$ cat config.mk
export PLATFORM = sky130hd
export DESIGN_NAME = irq_cause_agg
export DESIGN_NICKNAME = d
export VERILOG_FILES = /design/src/rtl/irq_agg_pkg.sv /design/src/rtl/cause_group.sv /design/src/rtl/summary_reg.sv /design/src/rtl/irq_out_fsm.sv /design/src/rtl/irq_cause_agg.sv
export SDC_FILE = /design/constraint.sdc
export NUM_CORES = 1
export LEC_CHECK = 0
export BUFFER_PORTS_ARGS = -buffer_cell sky130_fd_sc_hd__clkbuf_2
export CAP_MARGIN = 20
export CORE_AREA = 2 2 142 248
export CTS_CLUSTER_DIAMETER = 30
export DETAILED_ROUTE_END_ITERATION = 16
export DIE_AREA = 0 0 144 250
export MAX_ROUTING_LAYER = met4
export PLACE_DENSITY = 0.73
export SLEW_MARGIN = 0
export SYNTH_ARGS = -nofsm -noshare
export SYNTH_HDL_FRONTEND = slang
export SYNTH_SLANG_ARGS = --single-unit
$ cat constraint.sdc
create_clock -name clk -period 2.4 [get_ports clk]
set_input_delay 0.48 -clock clk [delete_from_list [all_inputs] [get_ports clk]]
set_output_delay 0.48 -clock clk [all_outputs]
set_load 0.005 [all_outputs]
$ cat src/rtl/irq_agg_pkg.sv
package irq_agg_pkg;

    localparam int NUM_GRP   = 3;
    localparam int GRP_SEL_W = 2;
    localparam int OFS_W     = 3;
    localparam int ADDR_W    = GRP_SEL_W + OFS_W;

    localparam logic [GRP_SEL_W-1:0] GRP_TOP = 2'd3;

    typedef enum logic [OFS_W-1:0] {
        OFS_CAUSE = 3'd0,
        OFS_MSET  = 3'd1,
        OFS_MCLR  = 3'd2,
        OFS_MODE  = 3'd3,
        OFS_MVAL  = 3'd4,
        OFS_RAW   = 3'd5
    } grp_ofs_e;

    typedef enum logic [OFS_W-1:0] {
        TOP_SUMMARY = 3'd0,
        TOP_ENABLE  = 3'd1
    } top_ofs_e;

    typedef enum logic {
        IRQ_IDLE   = 1'b0,
        IRQ_ACTIVE = 1'b1
    } irq_state_e;

    typedef struct packed {
        logic wr_cause;
        logic rd_cause;
        logic wr_mset;
        logic wr_mclr;
        logic wr_mode;
    } grp_acc_t;

endpackage

$ cat src/rtl/cause_group.sv
module cause_group
    import irq_agg_pkg::*;
#(
    parameter int DATA_W = 32
) (
    input  logic              clk,
    input  logic              rst_n,
    input  logic [DATA_W-1:0] evt_i,
    input  grp_acc_t          acc_i,
    input  logic [DATA_W-1:0] wdata_i,
    output logic [DATA_W-1:0] cause_o,
    output logic [DATA_W-1:0] mask_o,
    output logic [DATA_W-1:0] mode_o,
    output logic              pend_o
);

    logic [DATA_W-1:0] cause_q, cause_d;
    logic [DATA_W-1:0] mask_q, mask_d;
    logic [DATA_W-1:0] mode_q;
    logic [DATA_W-1:0] clr_by_rd, clr_by_wr;

    // Clear sources: a read clears returned bits in read mode,
    // a write clears ones-written bits in write mode.
    always_comb begin
        clr_by_rd = acc_i.rd_cause ? (cause_q & mode_q) : '0;
        clr_by_wr = acc_i.wr_cause ? (wdata_i & ~mode_q) : '0;
        // event set is applied last so it wins any clear
        cause_d   = (cause_q & ~(clr_by_rd | clr_by_wr)) | evt_i;
    end

    always_comb begin
        mask_d = mask_q;
        if (acc_i.wr_mset) begin
            mask_d = mask_q | wdata_i;
        end else if (acc_i.wr_mclr) begin
            mask_d = mask_q & ~wdata_i;
        end
    end

    always_ff @(posedge clk or negedge rst_n) begin
        if (!rst_n) begin
            cause_q <= '0;
            mask_q  <= '1;
            mode_q  <= '0;
        end else begin
            cause_q <= cause_d;
            mask_q  <= mask_d;
            if (acc_i.wr_mode) begin
                mode_q <= wdata_i;
            end
        end
    end

    assign cause_o = cause_q;
    assign mask_o  = mask_q;
    assign mode_o  = mode_q;
    assign pend_o  = |(cause_q & ~mask_q);

    // an event bit is present in the cause register the cycle after
    a_r6_set_wins: assert property (@(posedge clk) disable iff (!rst_n)
        (evt_i != '0) |=> ((cause_q & $past(evt_i)) == $past(evt_i)));

    // bits written to mask-set are masked afterwards
    a_r3_mask_set: assert property (@(posedge clk) disable iff (!rst_n)
        acc_i.wr_mset |=> ((mask_q & $past(wdata_i)) == $past(wdata_i)));

    // bits written to mask-clear are unmasked afterwards
    a_r3_mask_clr: assert property (@(posedge clk) disable iff (!rst_n)
        acc_i.wr_mclr |=> ((mask_q & $past(wdata_i)) == '0));

    // a cause bit only falls after a cause write or cause read
    a_r4_clear_needs_access: assert property (@(posedge clk) disable iff (!rst_n)
        (($past(cause_q) & ~cause_q) != '0) |->
            ($past(acc_i.wr_cause) || $past(acc_i.rd_cause)));

endmodule

$ cat src/rtl/summary_reg.sv
module summary_reg
    import irq_agg_pkg::*;
#(
    parameter int DATA_W = 32
) (
    input  logic               clk,
    input  logic               rst_n,
    input  logic [NUM_GRP-1:0] grp_pend_i,
    input  logic               rd_summary_i,
    input  logic               wr_enable_i,
    input  logic [DATA_W-1:0]  wdata_i,
    output logic [NUM_GRP-1:0] summary_o,
    output logic [DATA_W-1:0]  enable_o
);

    logic [NUM_GRP-1:0] summary_q;
    logic [DATA_W-1:0]  enable_q;

    always_ff @(posedge clk or negedge rst_n) begin
        if (!rst_n) begin
            summary_q <= '0;
            enable_q  <= '1;
        end else begin
            // read clears returned bits; live pending re-sets them
            summary_q <= (rd_summary_i ? '0 : summary_q) | grp_pend_i;
            if (wr_enable_i) begin
                enable_q <= wdata_i;
            end
        end
    end

    assign summary_o = summary_q;
    assign enable_o  = enable_q;

    // a summary bit only falls after a summary read
    a_r7_sticky_until_read: assert property (@(posedge clk) disable iff (!rst_n)
        (($past(summary_q) & ~summary_q) != '0) |-> $past(rd_summary_i));

    // a pending group is reflected in its summary bit next cycle
    a_r7_tracks_pending: assert property (@(posedge clk) disable iff (!rst_n)
        (grp_pend_i != '0) |=> ((summary_q & $past(grp_pend_i)) == $past(grp_pend_i)));

endmodule

$ cat src/rtl/irq_out_fsm.sv
module irq_out_fsm
    import irq_agg_pkg::*;
(
    input  logic               clk,
    input  logic               rst_n,
    input  logic [NUM_GRP-1:0] grp_pend_i,
    input  logic [NUM_GRP-1:0] grp_off_i,
    output logic               irq_o
);

    irq_state_e state_q, state_d;
    logic       fire;

    assign fire = |(grp_pend_i & ~grp_off_i);

    always_comb begin
        state_d = state_q;
        unique case (state_q)
            IRQ_IDLE:   if (fire)  state_d = IRQ_ACTIVE;
            IRQ_ACTIVE: if (!fire) state_d = IRQ_IDLE;
            default:    state_d = IRQ_IDLE;
        endcase
    end

    always_ff @(posedge clk or negedge rst_n) begin
        if (!rst_n) begin
            state_q <= IRQ_IDLE;
        end else begin
            state_q <= state_d;
        end
    end

    always_comb begin
        irq_o = (state_q == IRQ_ACTIVE);
    end

    // all groups disabled keeps the output low
    a_r9_all_disabled: assert property (@(posedge clk) disable iff (!rst_n)
        (grp_off_i == '1) |=> !irq_o);

    // a rising output is preceded by an enabled pending group
    a_r8_rise_has_cause: assert property (@(posedge clk) disable iff (!rst_n)
        $rose(irq_o) |-> $past(|(grp_pend_i & ~grp_off_i)));

endmodule

$ cat src/rtl/irq_cause_agg.sv
module irq_cause_agg
    import irq_agg_pkg::*;
#(
    parameter int DATA_W = 32
) (
    input  logic              clk,
    input  logic              rst_n,
    input  logic              wr_en,
    input  logic              rd_en,
    input  logic [4:0]        addr,
    input  logic [DATA_W-1:0] wdata,
    output logic [DATA_W-1:0] rdata,
    input  logic [DATA_W-1:0] tx_evt,
    input  logic [DATA_W-1:0] rx_evt,
    input  logic [DATA_W-1:0] misc_evt,
    output logic              irq
);

    logic [GRP_SEL_W-1:0] grp_sel;
    logic [OFS_W-1:0]     ofs;

    logic [DATA_W-1:0]  evt_arr   [NUM_GRP];
    logic [DATA_W-1:0]  cause_arr [NUM_GRP];
    logic [DATA_W-1:0]  mask_arr  [NUM_GRP];
    logic [DATA_W-1:0]  mode_arr  [NUM_GRP];
    grp_acc_t           acc_arr   [NUM_GRP];
    logic [NUM_GRP-1:0] grp_pend;
    logic [NUM_GRP-1:0] summary;
    logic [DATA_W-1:0]  enable_w;
    logic               rd_summary, wr_enable;
    logic [DATA_W-1:0]  rd_mux, rdata_q;

    assign grp_sel = addr[ADDR_W-1 -: GRP_SEL_W];
    assign ofs     = addr[OFS_W-1:0];

    assign evt_arr[0] = tx_evt;
    assign evt_arr[1] = rx_evt;
    assign evt_arr[2] = misc_evt;

    always_comb begin
        for (int g = 0; g < NUM_GRP; g++) begin
            acc_arr[g].wr_cause = wr_en && (grp_sel == g[GRP_SEL_W-1:0]) && (ofs == OFS_CAUSE);
            acc_arr[g].rd_cause = rd_en && (grp_sel == g[GRP_SEL_W-1:0]) && (ofs == OFS_CAUSE);
            acc_arr[g].wr_mset  = wr_en && (grp_sel == g[GRP_SEL_W-1:0]) && (ofs == OFS_MSET);
            acc_arr[g].wr_mclr  = wr_en && (grp_sel == g[GRP_SEL_W-1:0]) && (ofs == OFS_MCLR);
            acc_arr[g].wr_mode  = wr_en && (grp_sel == g[GRP_SEL_W-1:0]) && (ofs == OFS_MODE);
        end
        rd_summary = rd_en && (grp_sel == GRP_TOP) && (ofs == TOP_SUMMARY);
        wr_enable  = wr_en && (grp_sel == GRP_TOP) && (ofs == TOP_ENABLE);
    end

    for (genvar g = 0; g < NUM_GRP; g++) begin : g_grp
        cause_group #(.DATA_W(DATA_W)) grp_i (
            .clk     (clk),
            .rst_n   (rst_n),
            .evt_i   (evt_arr[g]),
            .acc_i   (acc_arr[g]),
            .wdata_i (wdata),
            .cause_o (cause_arr[g]),
            .mask_o  (mask_arr[g]),
            .mode_o  (mode_arr[g]),
            .pend_o  (grp_pend[g])
        );
    end

    summary_reg #(.DATA_W(DATA_W)) summ_i (
        .clk          (clk),
        .rst_n        (rst_n),
        .grp_pend_i   (grp_pend),
        .rd_summary_i (rd_summary),
        .wr_enable_i  (wr_enable),
        .wdata_i      (wdata),
        .summary_o    (summary),
        .enable_o     (enable_w)
    );

    irq_out_fsm irq_i (
        .clk        (clk),
        .rst_n      (rst_n),
        .grp_pend_i (grp_pend),
        .grp_off_i  (enable_w[NUM_GRP-1:0]),
        .irq_o      (irq)
    );

    always_comb begin
        rd_mux = '0;
        if (grp_sel == GRP_TOP) begin
            if (ofs == TOP_SUMMARY) begin
                rd_mux[NUM_GRP-1:0] = summary;
            end else if (ofs == TOP_ENABLE) begin
                rd_mux = enable_w;
            end
        end else begin
            for (int g = 0; g < NUM_GRP; g++) begin
                if (grp_sel == g[GRP_SEL_W-1:0]) begin
                    if (ofs == OFS_CAUSE || ofs == OFS_RAW) rd_mux = cause_arr[g];
                    else if (ofs == OFS_MODE)               rd_mux = mode_arr[g];
                    else if (ofs == OFS_MVAL)               rd_mux = mask_arr[g];
                end
            end
        end
    end

    always_ff @(posedge clk or negedge rst_n) begin
        if (!rst_n) begin
            rdata_q <= '0;
        end else if (rd_en) begin
            rdata_q <= rd_mux;
        end
    end

    assign rdata = rdata_q;

    // read data only changes after a read strobe
    a_r10_rdata_hold: assert property (@(posedge clk) disable iff (!rst_n)
        !$past(rd_en) |-> $stable(rdata_q));

endmodule

==> key figures, run 1 <==
Status
  • Outcome: finished clean

Timing
  • Crit share post-route: 90.3%
  • Setup Skew: 0.0325 ns
  • Final min period: 2.17 ns
  • Peak Freq: 0.462 GHz
  • Setup TNS: 0 ns
  • RSZ-0062 raised after global routing: no
  • Hold Vio Cnt, Final: 0
  • Slew Viols, Final: 0
  • Max transition margin: 59.5%
  • Slew @ Worst Pin: 0.607 ns
  • Setup Viol. Count Final: 0

Logic synthesis
  • Net Count, Synth: 1876
  • Async set-reset flop share out of synthesis: 100%
  • Post-Synth Simple-Gate Area: 14.2%
  • Largest family of logic cells by synthesized area: compound AO/OA/AOI/OAI gates
  • Register area share after synthesis: 49.2%
  • Compound-Gate Fraction of Synth Area: 19.0%
  • Synth Area per Inst: 10.6 sq um
  • Post-synthesis xor/xnor area fraction: 0.0950%
  • Synth Instances: 1739
  • Synth Cell Area: 18400 sq um
  • Flops & latches, synth: 356
  • Number of enable-type register cells in the synthesized netlist: 0
  • Unique cell type count in the Yosys netlist: 56
  • Prevailing post-synth register cell: dfrtp_1
  • Post-Synth Adder-Cell Area: 0%
  • Yosys Warn Count: 0
  • Mux cell area share after synthesis: 13.0%

Drt
  • DR WL met2: 31000 um
  • Drt pass-1 iters: 5
  • Routed vias: 15632
  • WL/cell: 27.3 um
  • Remaining DRCs: 0
  • Met1 Wirelength: 23100 um
  • Highest routed layer: met4
  • Initial drt markers: 1372
  • Met3 Wirelength: 4510 um
  • DR vias/cell: 6.49
  • Routed wire length: 65700 um
  • Routed Antenna Nets: 0

Clocking
  • TritonCTS clock tree: yes
  • CTS buffer count: 54
  • Post-CTS Setup Bufs: 0
  • Clock sinks: 356
  • Clock buffer depth: 3
  • Cts hold-fix bufs: 1
  • Root Buffer: clkbuf_16
  • CTS resizes: 0
  • CTS H-Tree Depth: 2
  • Worst skew pair latency: 0.59 ns
  • Clock slew at reported path FFs: 0.06 ns

Worst setup path
  • Flop2flop setup slack: 0.23 ns
  • R2R depth: 6
  • CP Data Required Time: 2.83 ns
  • Reg2reg end: irq_i.irq_o
  • CP Cell Sequence: nor2b_1 > a2111o_1 > nor4_1 > buf_4 > a21oi_1 > a221o_1
  • Nature of the critical path startpoint: flop
  • CP startpoint: g_grp[2].grp_i.cause_o[4]
  • Critical Path Stages: 6
  • Critical Path Max Stage Delay: 0.44 ns
  • Kind of end point of the critical path: flop
  • Slowest stage cell, crit path: dfrtp_1
  • Crit path kind: flop to flop
  • CP top delay family: compound AO/OA/AOI/OAI gates
  • Worst Path Buf+Inv: 1
  • Crit-path max FO: 3
  • Worst R2R Start: g_grp[2].grp_i.cause_o[4]
  • CP Data Arrival Time: 2.59 ns

Layout
  • Antenna Diode Count: 0
  • Design Area, Final: 22200 sq um
  • Fill cells: 2674
  • Area grow syn2layout: 20.4%
  • Fraction of layout cells with a size suffix above 1: 37.6%
  • Nets@finish: 2040

Die
  • Core outline area: 34100 sq um
  • Chip height: 250 um
  • Num rows: 90
  • Die Span X: 144 um
  • Initial Utilization: 54.0%
  • Die area: 36000 sq um
  • Ports: 170

Placed design
  • IO Port Bufs: 169
  • RePlAce Congestion: 0.972
  • Post-DP Area: 20300 sq um
  • HPWL after DPL: 45100 um

Global route
  • Largest net degree at the start of global routing: 84
  • Total GRT Usage: 38.2%
  • Number of global-route vias before repair: 16032
  • First-pass GRT wire length: 98900 um
  • Grt total ovfl: 0
  • Antenna violations before repair: 0

Min path
  • HP Class: primary input to flop
  • Source of the worst hold timing path: tx_evt[22]
  • Worst hold stages: 2
  • Hold Crit Endpoint: g_grp[0].grp_i.cause_o[22]

Pwr
  • P_int: 13400 uW
  • Max VDD drop: 0.622 mV
  • Clock share of power: 45.0%
  • Combinational Power Share: 13.1%
  • P per Cell Area: 827 nW/um^2
  • Seq pwr share: 41.9%
  • P_sw: 4970 uW
  • Leakage: 0.00888 uW
  • Sw frac: 27.1%

Job
  • Max-cap violations: 0
## power by group through the flow
stage               sequential [uW]  combinational (uW)  clock [uW]
finish                         7690                2400        8260
global route                   7790                2560        8600
CTS                            7670                2380        8330
detailed placement             7750                2370           0
global placement               7710                2310           0
floorplan                      7520                1440           0
## worst max path at each step
stage	slack [ns]	end
floorplan	0.46	g_grp[1].grp_i.mode_o[0]
global placement	0.08	rdata[1]
detailed placement	0.07	rdata[1]
CTS	0.23	irq_i.irq_o
global route	0.16	irq_i.irq_o
finish	0.23	irq_i.irq_o
## Yosys cell counts (38+ instances only)
cell type | number | area, sq um
nand2b_1 | 49 | 307
nand3b_1 | 97 | 728
nand2_1 | 236 | 886
mux2_2 | 161 | 1810
dfrtp_1 | 228 | 5710
mux2i_1 | 58 | 581
buf_2 | 62 | 310
clkbuf_1 | 84 | 315
inv_1 | 38 | 143
a21oi_1 | 66 | 330
dfstp_2 | 128 | 3360
a31o_2 | 59 | 517
o21ai_0 | 42 | 210
nor2_1 | 46 | 173
a22o_1 | 64 | 561
## layout by cell type (no fill, tap or decap), drive strengths merged, types with 22 or more instances in the layout
| cell type | Yosys | layout |
|---|---|---|
| o21ai | 52 | 52 |
| o22ai | 22 | 22 |
| dfrtp | 228 | 228 |
| mux2i | 58 | 58 |
| mux2 | 162 | 162 |
| nand2 | 237 | 237 |
| buf | 69 | 93 |
| nor2b | 31 | 31 |
| a22oi | 27 | 27 |
| a22o | 64 | 64 |
| nand2b | 49 | 49 |
| a21oi | 66 | 66 |
| nor2 | 46 | 46 |
| inv | 38 | 43 |
| nand3 | 22 | 22 |
| clkbuf | 84 | 233 |
| nand3b | 97 | 97 |
| dfstp | 128 | 128 |
| a31o | 96 | 96 |
## metrics by stage
stage                     instances  util, %  setup WS (ns)  power, uW  hold slack (ns)
after floorplan                1739        -          0.459       8960            0.184
after global placement         2306     59.4         0.0811      10000            0.378
after detailed placement       2306     59.4         0.0681      10100            0.379
after CTS                      2407     65.0          0.234      18400           0.0695
after global routing           2407     65.0          0.164      18900           0.0825
final                          2407     65.0          0.234      18400           0.0809
## kinds of logic (layout without fill, tap and decap cells)
kind of cell / Yosys count / after routing
simple gates: 511 / 511
mux: 220 / 220
compound gates: 457 / 457
flops: 356 / 356
xor+xnor: 2 / 2
buf+inv: 193 / 401
## layer usage
metal	up-vias	global-route usage, %
met5	-	-
met4	0	32.4
met3	263	5.60
met2	777	58.5
met1	7876	43.4
li1	6716	-
## cell type report
class / instances / area, sq um / area share (%)
Sequential cell: 356 / 9070 / 40.9
Multi-Input combinational cell: 1190 / 8620 / 38.8
Timing Repair Buffer: 261 / 1860 / 8.40
Clock buffer: 66 / 1500 / 6.75
Tap cell: 460 / 576 / 2.59
Clock inverter: 34 / 417 / 1.88
Inverter: 40 / 150 / 0.677
Power figures use the tool's default switching activity.
==> inputs of run 2 (changes only) <==
--- a/config.mk
+++ b/config.mk
@@ -13,6 +13,7 @@
 export DIE_AREA = 0 0 144 250
 export MAX_ROUTING_LAYER = met4
 export PLACE_DENSITY = 0.73
+export REMOVE_ABC_BUFFERS = 1
 export SLEW_MARGIN = 0
 export SYNTH_ARGS = -nofsm -noshare
 export SYNTH_HDL_FRONTEND = slang
==> constraint.sdc (replaced) <==
create_clock -name clk -period 2.1 [get_ports clk]
set_input_delay 0.42 -clock clk [delete_from_list [all_inputs] [get_ports clk]]
set_output_delay 0.42 -clock clk [all_outputs]
set_load 0.005 [all_outputs]
==> run 2 against run 1 <==
Compared with the run above: the run now ends with setup timing left; wire length down 1.8%; flip-flop and latch count unchanged; fmax up 2.9%; clock skew down 0.016 ns; cell count increased by 1.8%; sequential power increased by 14%; power rose by 16%; global-route usage is 1.1 points lower.
==> key figures, run 2 (synthesis gave the netlist of run 1 again) <==
Die
  • Num rows: 90
  • Ports: 170
  • Die area: 36000 sq um
  • Die Span X: 144 um
  • Chip height: 250 um
  • Core outline area: 34100 sq um
  • Initial Utilization: 54.0%

Pwr
  • Seq pwr share: 41.2%
  • Combinational Power Share: 13.1%
  • Clock share of power: 45.7%
  • Max VDD drop: 0.815 mV
  • P_sw: 5710 uW
  • P per Cell Area: 939 nW/um^2
  • P_int: 15500 uW
  • Leakage: 0.00914 uW
  • Sw frac: 26.9%

Worst setup path
  • Critical Path Max Stage Delay: 0.55 ns
  • R2R depth: 5
  • Crit path kind: flop to flop
  • CP Data Required Time: 2.53 ns
  • CP Data Arrival Time: 2.53 ns
  • Nature of the critical path startpoint: flop
  • Flop2flop setup slack: -0.005 ns
  • Slowest stage cell, crit path: dfstp_2
  • Worst Path Buf+Inv: 0
  • CP Cell Sequence: nand2b_1 > o2111ai_1 > nor4_2 > nand2_1 > a221o_1
  • Crit-path max FO: 3
  • Kind of end point of the critical path: flop
  • Reg2reg end: irq_i.irq_o
  • CP top delay family: compound AO/OA/AOI/OAI gates

Layout
  • Most frequent cells in the layout: nand2_1, dfrtp_1, clkbuf_2, mux2_2, dfstp_2
  • Area grow syn2layout: 22.7%
  • Commonest non-fill, non-tap cell in the layout: nand2_1
  • Fraction of layout cells with a size suffix above 1: 39.1%
  • Nets@finish: 2081
  • Final Core Density: 66.3%
  • Design Area, Final: 22600 sq um
  • Antenna Diode Count: 0

Drt
  • Drt pass-1 iters: 6
  • WL/cell: 26.3 um
  • Initial drt markers: 1435
  • Routed wire length: 64500 um
  • Remaining DRCs: 0
  • DR vias/cell: 6.45
  • Routed vias: 15810
  • Routed Antenna Nets: 0

Global route
  • Grt total ovfl: 0
  • Largest net degree at the start of global routing: 56
  • First-pass GRT wire length: 97000 um
  • Antenna violations before repair: 0
  • Number of global-route vias before repair: 16166
  • Total GRT Usage: 37.1%

Timing
  • Peak Freq: 0.475 GHz
  • Hold Vio Cnt, Final: 0
  • Slew Viols, Final: 0
  • Final min period: 2.11 ns
  • Crit share post-route: 100%
  • Max transition margin: 52.2%
  • Fin worst setup slack: -0.00510 ns
  • RSZ-0062 raised after global routing: no
  • Setup Viol. Count Final: 1
  • Setup Skew: 0.0164 ns
  • Slew @ Worst Pin: 0.715 ns

Clocking
  • Clock buffer depth: 3
  • TritonCTS clock tree: yes
  • Worst skew pair latency: 0.58 ns
  • Clock sinks: 356
  • Clock slew at reported path FFs: 0.06 ns
  • Post-CTS Setup Bufs: 0
  • CTS H-Tree Depth: 2
  • CTS buffer count: 55
  • Root Buffer: clkbuf_16

Placed design
  • HPWL after DPL: 45100 um
  • RePlAce Congestion: 0.995
  • Post-DP Area: 20600 sq um
  • IO Port Bufs: 169

Min path
  • Hold Crit Endpoint: g_grp[0].grp_i.cause_o[20]
  • HP Class: primary input to flop
  • Worst hold stages: 2
  • Source of the worst hold timing path: tx_evt[20]

Status
  • Outcome: finished with violations
  • Failing checks: setup timing

Job
  • Max-cap violations: 0
## run 2: cell types whose count changed in the layout (fill, tap and decap cells not counted), sizes merged
cell and change:
buf +40, bufinv +1, clkbuf -1, clkinv +1
inv +2
## run 2: worst reg2reg max path: cells and delay by family (launching register included)
family | cells | cell delay, ns
compound gates | 2 | 0.71
simple gates | 3 | 0.69
flops | 1 | 0.55
## run 2: worst max-delay path by stage
stage               depth (start not counted)  slack (ns)                 end
floorplan                                   4       -2.67  summ_i.enable_o[0]
global placement                            8       -0.08            rdata[1]
detailed placement                          8       -0.10            rdata[3]
CTS                                         5        0.03         irq_i.irq_o
global route                                5      0.0007         irq_i.irq_o
finish                                      5      -0.005         irq_i.irq_o
## run 2: stage by stage
stage | cells | total power (uW) | hold WS (ns) | setup WS (ns) | setup TNS [ns]
after global placement | 2346 | 11500 | 0.405 | -0.0838 | -2.11
after CTS | 2450 | 21300 | 0.0165 | 0.0299 | 0
after floorplan | 1586 | 10100 | 0.124 | -2.67 | -411.74
final | 2450 | 21200 | 0.0286 | -0.00510 | -0.00510
after global routing | 2450 | 21900 | 0.0316 | 0.000711 | 0
after detailed placement | 2346 | 11600 | 0.406 | -0.103 | -5.06
## run 2: repair_timing
action	in CTS	in global routing
hold endpoints to repair	23	0
hold buffers	1	0
endpoints found under the setup margin	1	1
resized for setup	1	3
cloned	0	0
## run 2: layout make-up
class                      instances  area (sq um)
multi-input combinational       1190          8660
tap                              460           576
clock buffer                      65          1500
sequential                       356          9070
fill                            2633         11500
inverter                          40           150
clock inverter                    38           488
timing repair buffer             301          2190
## run 2: power by group through the flow
stage / combinational (uW) / sequential, uW / clock, uW
after global placement: 2680 / 8780 / 0
after floorplan: 1470 / 8590 / 0
after global routing: 2960 / 8870 / 10100
final: 2780 / 8750 / 9710
after detailed placement: 2730 / 8830 / 0
after CTS: 2760 / 8730 / 9770
## run 2: layer usage
layer | share of wire [%] | GRT usage, % | vias to the layer above
met2 | 49 | 60.0 | 808
met4 | 8.3 | 25.0 | 0
met1 | 35 | 41.7 | 7886
li1 | - | - | 6797
met3 | 6.9 | 6.01 | 319
met5 | 0 | - | -
==> inputs of run 3 (changes only) <==
--- a/config.mk
+++ b/config.mk
@@ -7,14 +7,15 @@
 export LEC_CHECK = 0
 export BUFFER_PORTS_ARGS = -buffer_cell sky130_fd_sc_hd__clkbuf_2
 export CAP_MARGIN = 20
-export CORE_AREA = 2 2 142 248
+export CORE_AREA = 2 2 143 250
 export CTS_CLUSTER_DIAMETER = 30
 export DETAILED_ROUTE_END_ITERATION = 16
-export DIE_AREA = 0 0 144 250
+export DIE_AREA = 0 0 145 252
 export MAX_ROUTING_LAYER = met4
-export PLACE_DENSITY = 0.73
+export PLACE_DENSITY_LB_ADDON = 0.12
 export REMOVE_ABC_BUFFERS = 1
 export SLEW_MARGIN = 0
 export SYNTH_ARGS = -nofsm -noshare
 export SYNTH_HDL_FRONTEND = slang
+export SYNTH_HIERARCHICAL = 1
 export SYNTH_SLANG_ARGS = --single-unit
==> run 3 against run 2 <==
Compared with the run above: the flow now finishes without violations; synthesized cell count rose by 3.8%; power up 0.52%; largest power group unchanged; global-route usage is 0.21 points lower; non-clock buffer count up 5; clock skew grew 0.0036 ns; area after synthesis increased by 1.7%.
==> key figures, run 3 <==
Timing
  • Hold Vio Cnt, Final: 0
  • Final min period: 1.96 ns
  • Slew @ Worst Pin: 0.572 ns
  • Crit share post-route: 93.2%
  • Peak Freq: 0.511 GHz
  • RSZ-0062 raised after global routing: no
  • Setup Skew: 0.0200 ns
  • Max transition margin: 61.5%
  • Slew Viols, Final: 0
  • Setup Viol. Count Final: 0

Die
  • Num rows: 90
  • Die area: 36500 sq um
  • Initial Utilization: 54.6%
  • Chip height: 252 um
  • Core outline area: 34300 sq um
  • Ports: 170
  • Die Span X: 145 um

Min path
  • HP Class: primary input to flop

Drt
  • Remaining DRCs: 0
  • Routed vias: 15886
  • Drt pass-1 iters: 6
  • Routed wire length: 65500 um
  • Initial drt markers: 1242
  • WL/cell: 25.5 um
  • DR vias/cell: 6.18
  • Routed Antenna Nets: 0

Worst setup path
  • Slowest stage cell, crit path: dfstp_2
  • CP Data Arrival Time: 2.41 ns
  • Critical Path Max Stage Delay: 0.56 ns
  • Crit-path max FO: 3
  • Nature of the critical path startpoint: flop
  • CP Data Required Time: 2.55 ns
  • CP Cell Sequence: o22ai_1 > nor4_1 > buf_4 > nand4_1 > inv_1 > o221ai_2
  • Crit path kind: flop to flop
  • Flop2flop setup slack: 0.14 ns
  • Kind of end point of the critical path: flop

Layout
  • Nets@finish: 2199
  • Design Area, Final: 22800 sq um
  • Commonest non-fill, non-tap cell in the layout: nand2_1
  • Fill cells: 2693
  • Area grow syn2layout: 21.9%
  • Most frequent cells in the layout: nand2_1, dfrtp_1, clkbuf_2, dfstp_2, mux2_4
  • Fraction of layout cells with a size suffix above 1: 33.1%

Global route
  • Total GRT Usage: 36.8%
  • Grt total ovfl: 0
  • Largest net degree at the start of global routing: 67
  • Antenna violations before repair: 1
  • Number of global-route vias before repair: 16393
  • First-pass GRT wire length: 98800 um

Clocking
  • CTS H-Tree Depth: 2
  • CTS resizes: 0
  • Clock sinks: 356
  • Root Buffer: clkbuf_16
  • CTS buffer count: 55
  • TritonCTS clock tree: yes
  • Clock buffer depth: 3
  • Worst skew pair latency: 0.59 ns
  • Clock slew at reported path FFs: 0.06 ns

Placed design
  • RePlAce Congestion: 0.929
  • Post-DP Area: 20900 sq um
  • IO Port Bufs: 169
  • HPWL after DPL: 44600 um

Logic synthesis
  • Yosys Warn Count: 6
  • Synth top cells by count: nand2_1, dfrtp_1, dfstp_2, mux2_4, o21ai_1
  • Most common cell in the netlist: nand2_1
  • Prevailing post-synth register cell: dfrtp_1
  • Number of enable-type register cells in the synthesized netlist: 0
  • Flops & latches, synth: 356
  • Unique cell type count in the Yosys netlist: 54
  • Area leader, netlist: dfrtp_1
  • Synth Cell Area: 18700 sq um
  • Synth Instances: 1805
  • Register area share after synthesis: 48.4%
  • Share of the synthesized area in the top cell type: 30.4%
  • Top post-synthesis cells by area: dfrtp_1, dfstp_2, mux2_4
  • Synth Area per Inst: 10.4 sq um
  • Async set-reset flop share out of synthesis: 100%

Pwr
  • Max VDD drop: 0.846 mV
  • P per Cell Area: 935 nW/um^2
  • Leakage: 0.0104 uW
  • Pwr Total: 21400 uW

Status
  • Outcome: finished clean

Job
  • Max-cap violations: 0
==> run 3: timing repair <==
action                                 CTS  global route
endpoints found under the hold margin   34             0
buffers inserted                         0             0
hold buffers                             1             0
==> run 3: cell families after synthesis <==
logic type	after synthesis	synth area share [%]
AO/OA/AOI/OAI	543	20.0
XOR/XNOR	1	0.0467
multiplexers	192	13.6
buffers and inverters	210	6.74
AND/OR/NAND/NOR	503	11.3
flip-flops	356	48.4
==> run 3: per-layer routing <==
layer	up-vias	GRT usage, %	part of all wire (%)
met5	-	-	0
met4	0	21.2	6.3
met3	254	5.12	6.7
met2	784	60.5	49
met1	7903	43.6	38
li1	6945	-	-
==> run 3: path summary, 6_finish.rpt <==
check | endpoint | cells past startpoint | startpoint
hold reg to reg | summ_i/summary_o[1] | 1 | summ_i/summary_o[1]
min in group asynchronous | g_grp[0].grp_i/cause_o[14] | 2 | rst_n
setup / recovery | irq_i/irq_o | 6 | flop
max in group asynchronous | async pin | 3 | rst_n
setup reg to reg | irq_i/irq_o | 6 | flop
hold / removal | g_grp[0].grp_i/cause_o[14] | 2 | tx_evt[14]
==> run 3: per-stage QoR <==
step           TNS (ns)  std cells  setup WS [ns]  hold slack [ns]  utilization [%]
4_1_cts               0       2569          0.181          0.00891             66.5
3_5_place_dp     -0.967       2464        -0.0582            0.393             60.9
3_3_place_gp     -0.438       2464        -0.0260            0.395             60.9
2_1_floorplan   -180.48       1699          -1.34            0.124                -
6_report              0       2570          0.143           0.0257             66.5
5_1_grt               0       2570         0.0972           0.0256             66.5
==> run 3: worst max-delay path: cells and delay by family, from the launching register on <==
family,cells,cell delay [ns]
compound gates,2,0.28
simple gates,2,0.67
flops,1,0.56
buf+inv,2,0.33
==> run 3: where the power goes <==
group / switching (uW) / internal (uW) / total (uW)
Clock: 3610 / 5860 / 9470
Sequential: 922 / 8160 / 9090
Combinational: 1270 / 1520 / 2800
==> run 3: layout make-up <==
class / count / area, sq um / area share (%)
multi-input cells: 1239 / 8470 / 37.1
inverters: 104 / 390 / 1.71
clock buffers: 64 / 1480 / 6.48
diodes: 1 / 2.50 / 0.0110
repair buffers: 306 / 2410 / 10.6
clock inverters: 40 / 440 / 1.93
well taps: 460 / 576 / 2.52
flip-flops and latches: 356 / 9070 / 39.7
